`src/rtl/bus_arb_pkg.sv`:
```
package bus_arb_pkg;
  typedef enum logic [1:0] {
    SCH_CHAIN = 2'b00,
    SCH_SCAN  = 2'b01,
    SCH_RANK  = 2'b10
  } scheme_e;

  function automatic scheme_e decode_scheme(input logic [1:0] sel);
    case (sel)
      2'b01:   return SCH_SCAN;
      2'b10:   return SCH_RANK;
      default: return SCH_CHAIN;
    endcase
  endfunction
endpackage

```
`src/rtl/arb_token_chain.sv`:
```
module arb_token_chain #(
  parameter int N_DEV = 4
) (
  input  logic             clk,
  input  logic             rst_ni,
  input  logic             en,
  input  logic             busy,
  input  logic [N_DEV-1:0] req,
  output logic [N_DEV-1:0] grant
);
  logic token;

  always_comb begin
    token = en & ~busy;
    for (int i = 0; i < N_DEV; i++) begin
      grant[i] = token & req[i];
      token    = token & ~req[i];
    end
  end

  p_busy_blocks_r3: assert property (@(posedge clk) disable iff (!rst_ni)
    busy |-> (grant == '0));

  for (genvar g = 0; g < N_DEV; g++) begin : g_chk
    p_grant_needs_req_r2: assert property (@(posedge clk) disable iff (!rst_ni)
      grant[g] |-> req[g]);
  end
endmodule

```
`src/rtl/arb_addr_scan.sv`:
```
module arb_addr_scan #(
  parameter int N_DEV = 4,
  localparam int AW   = (N_DEV > 1) ? $clog2(N_DEV) : 1
) (
  input  logic             clk,
  input  logic             rst_ni,
  input  logic             en,
  input  logic             busy,
  input  logic [N_DEV-1:0] req,
  output logic [AW-1:0]    addr,
  output logic             valid
);
  localparam logic [AW-1:0] LAST = AW'(N_DEV - 1);

  logic [AW-1:0] addr_q, addr_d, addr_inc;
  logic          claim_q, claim_d;

  assign addr_inc = (addr_q == LAST) ? '0 : addr_q + AW'(1);

  always_comb begin
    addr_d  = addr_q;
    claim_d = claim_q;
    if (en) begin
      if (busy) begin
        claim_d = 1'b1;
      end else if (claim_q) begin
        addr_d  = addr_inc;
        claim_d = 1'b0;
      end else if (!req[addr_q]) begin
        addr_d = addr_inc;
      end
    end
  end

  always_ff @(posedge clk or negedge rst_ni) begin
    if (!rst_ni) begin
      addr_q  <= '0;
      claim_q <= 1'b0;
    end else begin
      addr_q  <= addr_d;
      claim_q <= claim_d;
    end
  end

  assign addr  = addr_q;
  assign valid = en & ~busy & ~claim_q;

  p_frozen_busy_r8: assert property (@(posedge clk) disable iff (!rst_ni)
    (en && busy) |=> $stable(addr_q));

  p_step_r6: assert property (@(posedge clk) disable iff (!rst_ni)
    (en && !busy && !claim_q && !req[addr_q]) |=>
      (addr_q == (($past(addr_q) == LAST) ? '0 : $past(addr_q) + AW'(1))));

  p_hold_claim_r7: assert property (@(posedge clk) disable iff (!rst_ni)
    (en && !busy && !claim_q && req[addr_q]) |=> $stable(addr_q));
endmodule

```
`src/rtl/arb_rank_grant.sv`:
```
module arb_rank_grant #(
  parameter int N_DEV = 4
) (
  input  logic             clk,
  input  logic             rst_ni,
  input  logic             en,
  input  logic             busy,
  input  logic [N_DEV-1:0] req,
  output logic [N_DEV-1:0] grant
);
  logic [N_DEV-1:0] grant_q, grant_d, pick;

  always_comb begin
    pick = '0;
    for (int i = N_DEV - 1; i >= 0; i--) begin
      if (req[i]) pick = N_DEV'(1) << i;
    end
  end

  always_comb begin
    if (!en || busy)          grant_d = '0;
    else if (grant_q == '0)   grant_d = pick;
    else                      grant_d = grant_q & req;
  end

  always_ff @(posedge clk or negedge rst_ni) begin
    if (!rst_ni) grant_q <= '0;
    else         grant_q <= grant_d;
  end

  assign grant = grant_q;

  p_no_grant_busy_r5: assert property (@(posedge clk) disable iff (!rst_ni)
    busy |=> (grant_q == '0));

  p_grant_follows_req_r4: assert property (@(posedge clk) disable iff (!rst_ni)
    (en && !busy && grant_q == '0 && req != '0) |=> (grant_q != '0));
endmodule

```
`src/rtl/bus_arbiter.sv`:
```
module bus_arbiter
  import bus_arb_pkg::*;
#(
  parameter int N_DEV = 4,
  localparam int AW   = (N_DEV > 1) ? $clog2(N_DEV) : 1
) (
  input  logic             clk,
  input  logic             rst_n,
  input  logic [1:0]       mode_sel,
  input  logic [N_DEV-1:0] dev_req,
  input  logic             bus_busy,
  output logic [N_DEV-1:0] dev_grant,
  output logic [AW-1:0]    poll_addr,
  output logic             poll_valid
);
  logic    rst_meta, rst_sync;
  scheme_e mode_q, mode_d;
  logic    chain_en, scan_en, rank_en;
  logic [N_DEV-1:0] chain_grant, rank_grant;

  always_ff @(posedge clk or negedge rst_n) begin
    if (!rst_n) begin
      rst_meta <= 1'b0;
      rst_sync <= 1'b0;
    end else begin
      rst_meta <= 1'b1;
      rst_sync <= rst_meta;
    end
  end

  always_comb begin
    mode_d = mode_q;
    if (!rst_sync) mode_d = decode_scheme(mode_sel);
  end

  always_ff @(posedge clk or negedge rst_n) begin
    if (!rst_n) mode_q <= SCH_CHAIN;
    else        mode_q <= mode_d;
  end

  assign chain_en = rst_sync && (mode_q == SCH_CHAIN);
  assign scan_en  = rst_sync && (mode_q == SCH_SCAN);
  assign rank_en  = rst_sync && (mode_q == SCH_RANK);

  arb_token_chain #(.N_DEV(N_DEV)) u_chain (
    .clk(clk), .rst_ni(rst_sync), .en(chain_en), .busy(bus_busy),
    .req(dev_req), .grant(chain_grant));

  arb_addr_scan #(.N_DEV(N_DEV)) u_scan (
    .clk(clk), .rst_ni(rst_sync), .en(scan_en), .busy(bus_busy),
    .req(dev_req), .addr(poll_addr), .valid(poll_valid));

  arb_rank_grant #(.N_DEV(N_DEV)) u_rank (
    .clk(clk), .rst_ni(rst_sync), .en(rank_en), .busy(bus_busy),
    .req(dev_req), .grant(rank_grant));

  assign dev_grant = chain_grant | rank_grant;

  p_one_grant_r9: assert property (@(posedge clk) disable iff (!rst_n)
    $onehot0(dev_grant));

  p_scan_no_grant_r9: assert property (@(posedge clk) disable iff (!rst_n)
    scan_en |-> (dev_grant == '0));

  p_mode_locked_r1: assert property (@(posedge clk) disable iff (!rst_n)
    ($past(rst_sync) && rst_sync) |-> $stable(mode_q));

  p_reset_quiet_r10: assert property (@(posedge clk)
    !rst_sync |-> (dev_grant == '0 && !poll_valid));
endmodule

```
`config.mk`:
```
export PLATFORM = sky130hd
export DESIGN_NAME = bus_arbiter
export DESIGN_NICKNAME = d
export VERILOG_FILES = /design/src/rtl/bus_arb_pkg.sv /design/src/rtl/arb_token_chain.sv /design/src/rtl/arb_addr_scan.sv /design/src/rtl/arb_rank_grant.sv /design/src/rtl/bus_arbiter.sv
export SDC_FILE = /design/constraint.sdc
export NUM_CORES = 1
export LEC_CHECK = 0
export CAP_MARGIN = 15
export CORE_AREA = 3 3 40 42
export CTS_BUF_LIST = sky130_fd_sc_hd__clkbuf_4
export CTS_CLUSTER_DIAMETER = 60
export DETAILED_ROUTE_END_ITERATION = 8
export DIE_AREA = 0 0 43 45
export DONT_BUFFER_PORTS = 1
export PLACE_DENSITY = 0.57
export SLEW_MARGIN = 20
export SYNTH_ARGS = -nofsm -noshare
export SYNTH_HDL_FRONTEND = slang
export SYNTH_SLANG_ARGS = --single-unit
```
`constraint.sdc`:
```
create_clock -name clk -period 3.7 [get_ports clk]
set_input_delay 0.37 -clock clk [delete_from_list [all_inputs] [get_ports clk]]
set_output_delay 0.37 -clock clk [all_outputs]
set_load 0.01 [all_outputs]
```
# After elaboration in Yosys (flattened, before gate mapping)
# Cells that the tools add are included.
# Widths: inputs -> output; s select.
[totals]
out_inout_bits = 7
ff_bits = 11
wordCells = 52
in_bits = 9
[classes]
n_addsub = 1
bitwise_logic = 17
n_reduce_logical = 8
n_lt_le_gt_ge = 1
mux = 13
eq_ne = 6
[ops]
columns = ["cell", "n"]
rows = [
  ["$mux 4", 6],
  ["$and 1x1->1", 10],
  ["$eq 2x2->1 const B", 3],
  ["$mux 2", 3],
  ["$not 1->1", 5],
  ["$and 4x4->4", 1],
  ["$eq 2x1->1 const B", 2],
  ["$logic_not 4->1", 1],
  ["$or 4x4->4", 1],
  ["$pmux 2 s2", 1],
  ["$logic_and 1x1->1", 3],
  ["$lt 2x3->1 const B", 1],
  ["$reduce_and 3->1", 1],
  ["$add 2x1->2 const B", 1],
  ["$bmux 1 s2", 1],
  ["$logic_not 2->1", 1],
  ["$mux 1", 2],
  ["$ne 2x1->1 const B", 1],
  ["$logic_not 1->1", 1],
  ["$logic_or 1x1->1", 1],
]

# Depth between registers and ports, before layout
# Gate-level depths: netlist (run 1).
[depth]
ltp_word = 8
mapped_depth = 3
mapped_depth_nobuf = 3

# Cells and area by module
# Synthesis (run 1) repeated with hierarchy kept, for this count alone.
[hier_totals]
hier_cells = 61
hier_area_um2 = 656.9
[modules_own_cells]
columns = ["module", "seq_area_each_um2", "area_each_um2", "instances", "cells_per_inst"]
rows = [
  ["arb_addr_scan", 75.1, 207.7, 1, 20],
  ["arb_rank_grant", 100.1, 188.9, 1, 17],
  ["bus_arbiter", 100.1, 188.9, 1, 17],
  ["arb_token_chain", 0.0, 71.3, 1, 7],
]

# Least setup slack after synthesis (run 1)
# Ideal clock, no wire load.
[synth_timing]
kind = "register -> output"
startpoint = "register rst_sync"
endpoint = "output dev_grant[3]"
required_ns = 3.330
n_path_buf = 0
setup_slack_ns = 2.119
path_stages_with_launch = 4
arrival_ns = 1.211
cell_sequence = "dfrtp_1 -> nand2b_1 -> nor4_1 -> a31o_2"
[synth_between]
elab_chain_cells = 7
[synth_rtl]
columns = ["item", "line_no", "rtl"]
rows = [
  ["from (decl)", "bus_arbiter.sv:16", "logic rst_meta, rst_sync;"],
  ["from (signal assigned)", "bus_arbiter.sv:27", "rst_sync <= rst_meta;"],
  ["$logic_and 1x1->1", "bus_arbiter.sv:41", "assign chain_en = rst_sync && (mode_q == SCH_CHAIN);"],
  ["$and 1x1->1", "arb_token_chain.sv:14", "token = en & ~busy;"],
  ["$and 1x1->1 (3 in a row)", "arb_token_chain.sv:17", "token = token & ~req[i];"],
  ["$and 1x1->1", "arb_token_chain.sv:16", "grant[i] = token & req[i];"],
  ["$or 4x4->4", "bus_arbiter.sv:57", "assign dev_grant = chain_grant | rank_grant;"],
  ["to (decl)", "bus_arbiter.sv:12", "output logic [N_DEV-1:0] dev_grant,"],
]
# Every way passes these cells.

# Worst setup path after layout (run 1)
# Ends and elaborated chain as after synthesis.

==> impl_metrics.csv, run 1 <==
group,metric,value,unit
power,leakage,0.283,nW
floorplanning,die_height,45,um
logic_synthesis,yosysSeqAreaShare,0.471,
sta,fin_crit_sh,0.559,
logic_synthesis,ys_seq_elements,11,
logic_synthesis,syn_avg_cell_area,10.1,sq um
clock_network,clk_pin_slew_worst_paths,0.07,ns
floorplanning,start_util,0.455,
setup_path,r2r-end,"u_scan.addr[0]$_DFFE_PN0P_",
logic_synthesis,syn_inst,58,
power,ir_drop,0.000283,V
setup_path,cp_top_family,"flip-flops",
setup_path,reg2regPathDepth,3,
clock_network,cts_resized,0,
global_route,grt_pass1_vias,444,
clock_network,htree_levels,1,
route,post_drt_wl_per_cell,15.1,um
setup_path,cp_max_fo,15,
clock_network,postCtsSetupBuffers,0,
worst_hold_path,hold_class,"flop to asynchronous set/reset pin",
final_layout,nFillCells,129,
clock_network,cts_root_buffer,"clkbuf_4",
clock_network,ctsHoldBuffers,1,
setup_path,crit_arrival,1.70,ns
place,portBuffers,0,
final_layout,final_cells,78,
sta,rsz0062_at_grt,"no",
sta,fmax,484,MHz
global_route,antenna_found_initial,0,
floorplanning,rows,13,
final_layout,area_growth,10.1,%
place,place.gp.congestion,0.797,
global_route,grt_max_degree,16,
final_layout,drive_above_1_share,0.159,
route,via_per_inst,6.04,
setup_path,critPathCaptureType,"output pin",
sta,maxSlewViolCount,0,
sta,setup_viol,0,
final_layout,antennaDiodeCount,0,
route,ant_nets,0,
setup_path,path_buf_inv,0,
setup_path,r2r_start,"rst_sync$_DFF_PN0_",
logic_synthesis,ys_types,29,
floorplanning,die_w,43,um
global_route,grt-ovfl-total,0,
clock_network,cts-buffers-inserted,3,
logic_synthesis,synth_area,584,sq um
setup_path,r2r_slack,2.20,ns
sta,period_needed,2.07,ns
logic_synthesis,syn_nets,68,
sta,hold_viol,0,
clock_network,cts_sinks,11,
power,power.density,489,nW/um^2
logic_synthesis,yosys_warnings,0,
global_route,grt_use_total,0.139,
global_route,grt_first_pass_wirelength,1940,um
route,drc,0,
sta,fin_skew,0.00453,ns
setup_path,slowest_delay,0.64,ns
setup_path,crit_chain,"nand2b_1, nor4_1, a31o_2",
route,vias,471,
job,maxCapViolations,0,
setup_path,cp_slowest_cell,"dfrtp_1",
route,drt_iter0_markers,17,
floorplanning,core,1280,sq um
setup_path,cp-start-kind,"flop",
final_layout,fin_nets,74,
clock_network,clkLatencyLatePin,0.27,ns
route,wl,1180,um
final_layout,multi_input_area,298,sq um
sta,finalSetupTns,0,ns
sta,tightestPinTransition,0.675,ns
place,dp_hpwl,905,um
clock_network,clk_path_buf_depth,2,
floorplanning,fp.dieArea,1940,sq um
clock_network,cts_tree,"done",
setup_path,worstPathRequired,3.33,ns
final_layout,seq_area,275,sq um
status,status,"completed",
floorplanning,ios,16,
sta,slew_headroom,0.544,
place,dp.cells,73,
route,first_pass_iters,4,
setup_path,critical_path_class,"flop to output pin",
## area by class of cell
| class | count | area share |
|---|---|---|
| sequential | 11 | 0.428 |
| clock buffer | 4 | 0.0467 |
| tap | 15 | 0.0292 |
| inverter | 3 | 0.0175 |
| multi-input combinational | 44 | 0.463 |
| timing repair buffer | 1 | 0.0156 |
## how the worst max path moves through the flow
| stage | start | to | slack, ns | cells past startpoint |
|---|---|---|---|---|
| floorplan | rst_sync$_DFF_PN0_ | dev_grant[3] | 2.12 | 3 |
| global placement | rst_sync$_DFF_PN0_ | dev_grant[3] | 1.97 | 3 |
| detailed placement | rst_sync$_DFF_PN0_ | dev_grant[3] | 1.91 | 3 |
| CTS | rst_sync$_DFF_PN0_ | dev_grant[3] | 1.62 | 3 |
| global route | rst_sync$_DFF_PN0_ | dev_grant[3] | 1.45 | 3 |
| finish | rst_sync$_DFF_PN0_ | dev_grant[3] | 1.63 | 3 |
## through the flow
step / power [mW] / instance area [sq um] / hold WS (ns) / util / setup WS (ns)
3_5_place_dp: 0.229 / 603 / 0.0745 / 0.469 / 1.91
2_1_floorplan: 0.213 / 584 / 0.0744 / - / 2.12
3_3_place_gp: 0.229 / 603 / 0.0745 / 0.469 / 1.97
5_1_grt: 0.336 / 643 / 0.195 / 0.500 / 1.45
4_1_cts: 0.320 / 643 / 0.193 / 0.500 / 1.62
6_report: 0.314 / 643 / 0.193 / 0.500 / 1.63
## placed cells by master, fill, tap and decap left out, drive strengths merged
master / Yosys / routed
mux2i: 1 / 1
dfrtp: 11 / 11
o41ai: 2 / 2
ha: 1 / 1
and4bb: 1 / 1
a21oi: 1 / 1
o2bb2ai: 1 / 1
nand2: 4 / 4
mux2: 2 / 2
or2: 1 / 1
o21ai: 4 / 4
nor4: 1 / 1
a22o: 1 / 1
nor4bb: 1 / 1
nor2: 8 / 8
inv: 3 / 3
nor2b: 1 / 1
a31oi: 2 / 2
conb: 1 / 1
a31o: 2 / 2
clkbuf: 0 / 4
nand3b: 1 / 1
a22oi: 1 / 1
nor3: 1 / 1
nand4bb: 1 / 1
a211oi: 1 / 1
a21o: 1 / 1
nand2b: 2 / 2
and4b: 1 / 1
dlygate4sd3: 0 / 1
## power breakdown
group | switching, mW | internal (mW)
clock | 0.0385 | 0.0490
sequential | 0.0303 | 0.134
combinational | 0.0253 | 0.0371
total | 0.0941 | 0.220
## logic make-up (layout without fill, tap and decap cells)
| group | count (synthesis) | after routing | synth area share |
|---|---|---|---|
| AO/OA/AOI/OAI | 16 | 16 | 0.193 |
| adder cells (fa/ha/maj) | 1 | 1 | 0.0214 |
| buffers and inverters | 3 | 8 | 0.0193 |
| flip-flops | 11 | 11 | 0.471 |
| multiplexers | 3 | 3 | 0.0621 |
| other | 1 | 1 | 0.00642 |
| AND/OR/NAND/NOR | 23 | 23 | 0.227 |
## cells in the mapped netlist
cell,number,area [sq um]
dfrtp_1,11,275
nor2_1,8,30.0
nand2_1,4,15.0
o21ai_0,4,20.0
inv_1,3,11.3
a31o_2,2,17.5
a31oi_1,2,12.5
nand2b_1,2,12.5
o41ai_1,2,17.5
a211oi_1,1,7.51
a21o_1,1,7.51
a21oi_1,1,5.00
a22o_1,1,8.76
a22oi_1,1,7.51
and4b_1,1,10.0
and4bb_2,1,12.5
conb_1,1,3.75
ha_1,1,12.5
mux2_2,1,11.3
mux2_4,1,15.0
mux2i_1,1,10.0
nand3b_1,1,7.51
nand4bb_1,1,11.3
nor2b_1,1,6.26
nor3_1,1,5.00
nor4_1,1,6.26
nor4bb_1,1,10.0
o2bb2ai_1,1,8.76
or2_2,1,6.26
## registers in the layout (all words and copies together) (netlist names)
name            count
u_rank.grant        4
mode_q              2
rst_meta            1
u_scan.addr         2
u_scan.claim_q      1
rst_sync            1
## routing by layer
layer,vias up,share of wire,track usage
met5,-,0,0
li1,225,-,-
met3,5,0.072,0.0359
met2,19,0.45,0.186
met1,222,0.44,0.185
met4,0,0.029,0.120
No activity file was read; power rests on OpenSTA's default activity.
==> run 2: changes to the inputs <==
Clock period 3.7 ns to 2.1 ns, I/O delays scaled along.
==> impl_metrics.csv, run 2 (same netlist as run 1, synthesis figures left out) <==
group,metric,value,unit
route,drt_iter0_markers,21,
clock_network,cts_resized,0,
setup_path,cp_slowest_cell,"dfrtp_1",
global_route,grt_first_pass_wirelength,1840,um
global_route,grt_pass1_vias,423,
worst_hold_path,hold_class,"input pin to flop",
sta,rsz0062_at_grt,"no",
route,vias,439,
route,via_per_inst,5.56,
route,ant_nets,0,
power,power.density,838,nW/um^2
worst_hold_path,worstHoldStart,"dev_req[3]",
setup_path,critical_path_class,"flop to output pin",
worst_hold_path,whs_endpoint,"u_rank.grant[3]$_DFF_PN0_",
sta,layout_setup_ws,0.426,ns
clock_network,htree_levels,1,
final_layout,layout_commonest_cell,"dfrtp_1",
clock_network,cts_sinks,11,
sta,finalSetupTns,0,ns
power,ir_drop,0.000540,V
route,drc,0,
clock_network,postCtsSetupBuffers,0,
final_layout,nFillCells,127,
sta,fmax,597,MHz
setup_path,crit_chain,"nand2b_1, nor4_1, a31o_2",
worst_hold_path,min_delay_path_depth,2,
global_route,grt_use_total,0.128,
final_layout,antennaDiodeCount,0,
global_route,grt-ovfl-total,0,
final_layout,largest_reg_flops,4,
floorplanning,fp.dieArea,1940,sq um
setup_path,cp-start-kind,"flop",
setup_path,r2r_slack,0.71,ns
clock_network,cts_root_buffer,"clkbuf_4",
place,place.gp.congestion,0.757,
clock_network,ctsHoldBuffers,1,
sta,period_needed,1.67,ns
setup_path,slowest_delay,0.43,ns
status,status,"completed",
setup_path,cp_max_fo,5,
route,wl,1100,um
setup_path,crit_arrival,1.46,ns
final_layout,final_cells,79,
final_layout,fin_nets,75,
job,maxCapViolations,0,
setup_path,r2r_start,"rst_sync$_DFF_PN0_",
global_route,antenna_found_initial,0,
place,dp.cells,74,
final_layout,area_growth,10.9,%
sta,setup_viol,0,
place,portBuffers,0,
sta,maxSlewViolCount,0,
clock_network,cts-buffers-inserted,3,
setup_path,reg2regPathDepth,4,
power,leakage,0.287,nW
final_layout,layout_common_cells,"dfrtp_1, nor2_1, nand2_1, o21ai_0",
sta,slew_headroom,0.586,
place,dp_slack,0.693,ns
clock_network,clk_path_buf_depth,2,
global_route,grt_max_degree,12,
setup_path,critPathCaptureType,"output pin",
setup_path,worstPathRequired,1.89,ns
floorplanning,start_util,0.455,
sta,hold_ws,0.0501,ns
sta,fin_crit_sh,0.797,
floorplanning,die_w,43,um
place,dp_hpwl,862,um
setup_path,r2r-end,"u_scan.addr[0]$_DFFE_PN0P_",
clock_network,clk_pin_slew_worst_paths,0.07,ns
clock_network,clkLatencyLatePin,0.26,ns
sta,tightestPinTransition,0.612,ns
floorplanning,die_height,45,um
floorplanning,rows,13,
final_layout,drive_above_1_share,0.172,
clock_network,cts_tree,"done",
floorplanning,ios,16,
sta,fin_skew,0.00303,ns
floorplanning,core,1280,sq um
sta,hold_viol,0,
route,first_pass_iters,4,
route,post_drt_wl_per_cell,13.9,um
-- run 2: critical path, delay by kind of cell, from the launching register on --
| kind | cells | cell delay [ns] |
|---|---|---|
| simple gates | 2 | 0.50 |
| flops | 1 | 0.43 |
| compound gates | 1 | 0.28 |
-- run 2: worst max path at each step --
stage,startpoint,end,slack (ns)
after floorplan,rst_sync$_DFF_PN0_,dev_grant[3],0.68
after global placement,rst_sync$_DFF_PN0_,dev_grant[3],0.66
after detailed placement,rst_sync$_DFF_PN0_,dev_grant[3],0.69
after CTS,rst_sync$_DFF_PN0_,dev_grant[3],0.40
after global routing,rst_sync$_DFF_PN0_,dev_grant[3],0.31
final,rst_sync$_DFF_PN0_,dev_grant[3],0.43
-- run 2: stage by stage --
step / instance area, sq um / utilization / power [mW]
CTS: 648 / 0.504 / 0.552
detailed placement: 611 / 0.475 / 0.407
floorplan: 584 / - / 0.376
global route: 648 / 0.504 / 0.584
finish: 648 / 0.504 / 0.543
global placement: 611 / 0.475 / 0.409
-- run 2: cell type report --
class                           instances  area, sq um  area share
Clock buffer                            3         22.5      0.0347
Inverter                                3         11.3      0.0174
Multi-Input combinational cell         44          298       0.459
Sequential cell                        11          275       0.425
Clock inverter                          1         5.00     0.00772
Tap cell                               15         18.8      0.0290
Timing Repair Buffer                    2         17.5      0.0270
-- run 2: routing by layer --
layer / global-route usage / part of all wire / vias up
li1: - / - / 228
met1: 0.195 / 0.50 / 194
met2: 0.156 / 0.41 / 15
met3: 0.0398 / 0.070 / 2
met4: 0.0723 / 0.020 / 0
met5: 0 / 0 / -
-- run 2: where the power goes --
group	switching, mW	internal [mW]
Combinational	0.0478	0.0678
Clock	0.0689	0.0704
Sequential	0.0521	0.236
==> run 3: changes to the inputs <==
Clock period 2.1 ns to 1.75 ns, I/O delays scaled along.
==> impl_metrics.csv, run 3 (same netlist as run 1, synthesis figures left out) <==
group,metric,value,unit
floorplanning,fp.dieArea,1940,sq um
route,post_drt_wl_per_cell,13.4,um
final_layout,layout_common_cells,"dfrtp_1, nor2_1, dlygate4sd3_1",
route,via_per_inst,5.67,
worst_hold_path,whs_endpoint,"mode_q[0]$_DFFE_PN0N_",
floorplanning,core,1280,sq um
final_layout,final_core_util,0.547,
worst_hold_path,min_delay_path_depth,1,
global_route,grt_first_pass_wirelength,1900,um
final_layout,largest_reg_flops,4,
sta,rsz0062_at_grt,"no",
sta,hold_viol,0,
floorplanning,die_height,45,um
setup_path,r2r_start,"u_scan.addr[0]$_DFFE_PN0P_",
floorplanning,ios,16,
status,status,"completed",
setup_path,cp_max_fo,6,
setup_path,critPathCaptureType,"output pin",
worst_hold_path,worstHoldStart,"mode_sel[0]",
clock_network,clkLatencyLatePin,0.27,ns
route,drc,0,
final_layout,layout_commonest_cell,"dfrtp_1",
global_route,grt-ovfl-total,0,
job,maxCapViolations,0,
sta,period_needed,1.64,ns
global_route,grt_max_degree,10,
floorplanning,rows,13,
clock_network,cts_tree,"done",
final_layout,fin_nets,81,
route,first_pass_iters,3,
final_layout,antennaDiodeCount,0,
clock_network,cts_sinks,11,
route,ant_nets,0,
setup_path,reg2regPathDepth,3,
setup_path,r2r_slack,0.41,ns
sta,setup_viol,0,
setup_path,worstPathRequired,1.57,ns
setup_path,cp-start-kind,"flop",
worst_hold_path,hold_class,"input pin to flop",
power,power.density,944,nW/um^2
place,dp_hpwl,891,um
setup_path,critical_path_class,"flop to output pin",
global_route,antenna_found_initial,0,
setup_path,r2r-end,"u_scan.addr[0]$_DFFE_PN0P_",
setup_path,crit_arrival,1.46,ns
clock_network,cts-buffers-inserted,3,
clock_network,clk_pin_slew_worst_paths,0.07,ns
clock_network,clk_path_buf_depth,2,
clock_network,cts_root_buffer,"clkbuf_4",
route,drt_iter0_markers,4,
route,wl,1140,um
place,portBuffers,0,
route,vias,482,
power,leakage,0.314,nW
floorplanning,start_util,0.455,
sta,slew_headroom,0.670,
sta,finalSetupTns,0,ns
final_layout,area_growth,20.3,%
global_route,grt_use_total,0.137,
sta,fin_skew,0.000833,ns
sta,maxSlewViolCount,0,
final_layout,drive_above_1_share,0.186,
global_route,grt_pass1_vias,461,
clock_network,postCtsSetupBuffers,0,
clock_network,htree_levels,1,
sta,fmax,611,MHz
power,ir_drop,0.000518,V
place,place.gp.congestion,0.768,
floorplanning,die_w,43,um
sta,fin_crit_sh,0.936,
sta,tightestPinTransition,0.490,ns
[run 3: final cells by class]
cell class,count,area (sq um)
Fill cell,117,582
Multi-Input combinational cell,44,298
Sequential cell,11,275
Timing Repair Buffer,8,72.6
Clock buffer,3,22.5
Tap cell,15,18.8
Inverter,3,11.3
Clock inverter,1,5.00
[run 3: critical path, stage by stage, from the launching register on]
cell and delay [ns]:
dfrtp_1 0.43, nor4_1 0.48, a31o_2 0.28
[run 3: timing repair]
action / 4_1_cts / 5_1_grt
hold buffers: 5 / 0
endpoints found under the setup margin: 0 / 0
hold endpoints to repair: 8 / 0
gates resized for setup: 0 / 0
[run 3: how the worst max path moves through the flow]
stage	start	endpoint
2_1_floorplan	rst_sync$_DFF_PN0_	dev_grant[3]
3_3_place_gp	u_scan.addr[0]$_DFFE_PN0P_	u_scan.addr[0]$_DFFE_PN0P_
3_5_place_dp	u_scan.addr[0]$_DFFE_PN0P_	u_scan.addr[0]$_DFFE_PN0P_
4_1_cts	mode_q[0]$_DFFE_PN0N_	dev_grant[3]
5_1_grt	mode_q[0]$_DFFE_PN0N_	dev_grant[3]
6_report	mode_q[0]$_DFFE_PN0N_	dev_grant[3]
[run 3: power by group]
part / total, mW / switching, mW / internal, mW
Sequential: 0.343 / 0.0597 / 0.284
Combinational: 0.147 / 0.0589 / 0.0880
Clock: 0.174 / 0.0889 / 0.0848
Total: 0.664 / 0.208 / 0.456
[run 3: per-layer routing]
metal | share of wire | vias up | track usage
met5 | 0 | - | 0
met4 | 0.012 | 0 | 0.0542
met3 | 0.079 | 3 | 0.0797
met2 | 0.45 | 12 | 0.219
met1 | 0.46 | 226 | 0.151
li1 | - | 241 | -
[run 3: metrics by stage]
| step | setup WS (ns) | hold WS (ns) | cells | total power, mW | instance area (sq um) |
|---|---|---|---|---|---|
| floorplan | 0.364 | -0.121 | 58 | 0.451 | 584 |
| global route | 0.00919 | 0.00498 | 85 | 0.713 | 703 |
| detailed placement | 0.423 | -0.120 | 76 | 0.488 | 626 |
| finish | 0.112 | 0.0258 | 85 | 0.664 | 703 |
| global placement | 0.420 | -0.120 | 76 | 0.483 | 626 |
| CTS | 0.115 | 0.0163 | 85 | 0.674 | 703 |
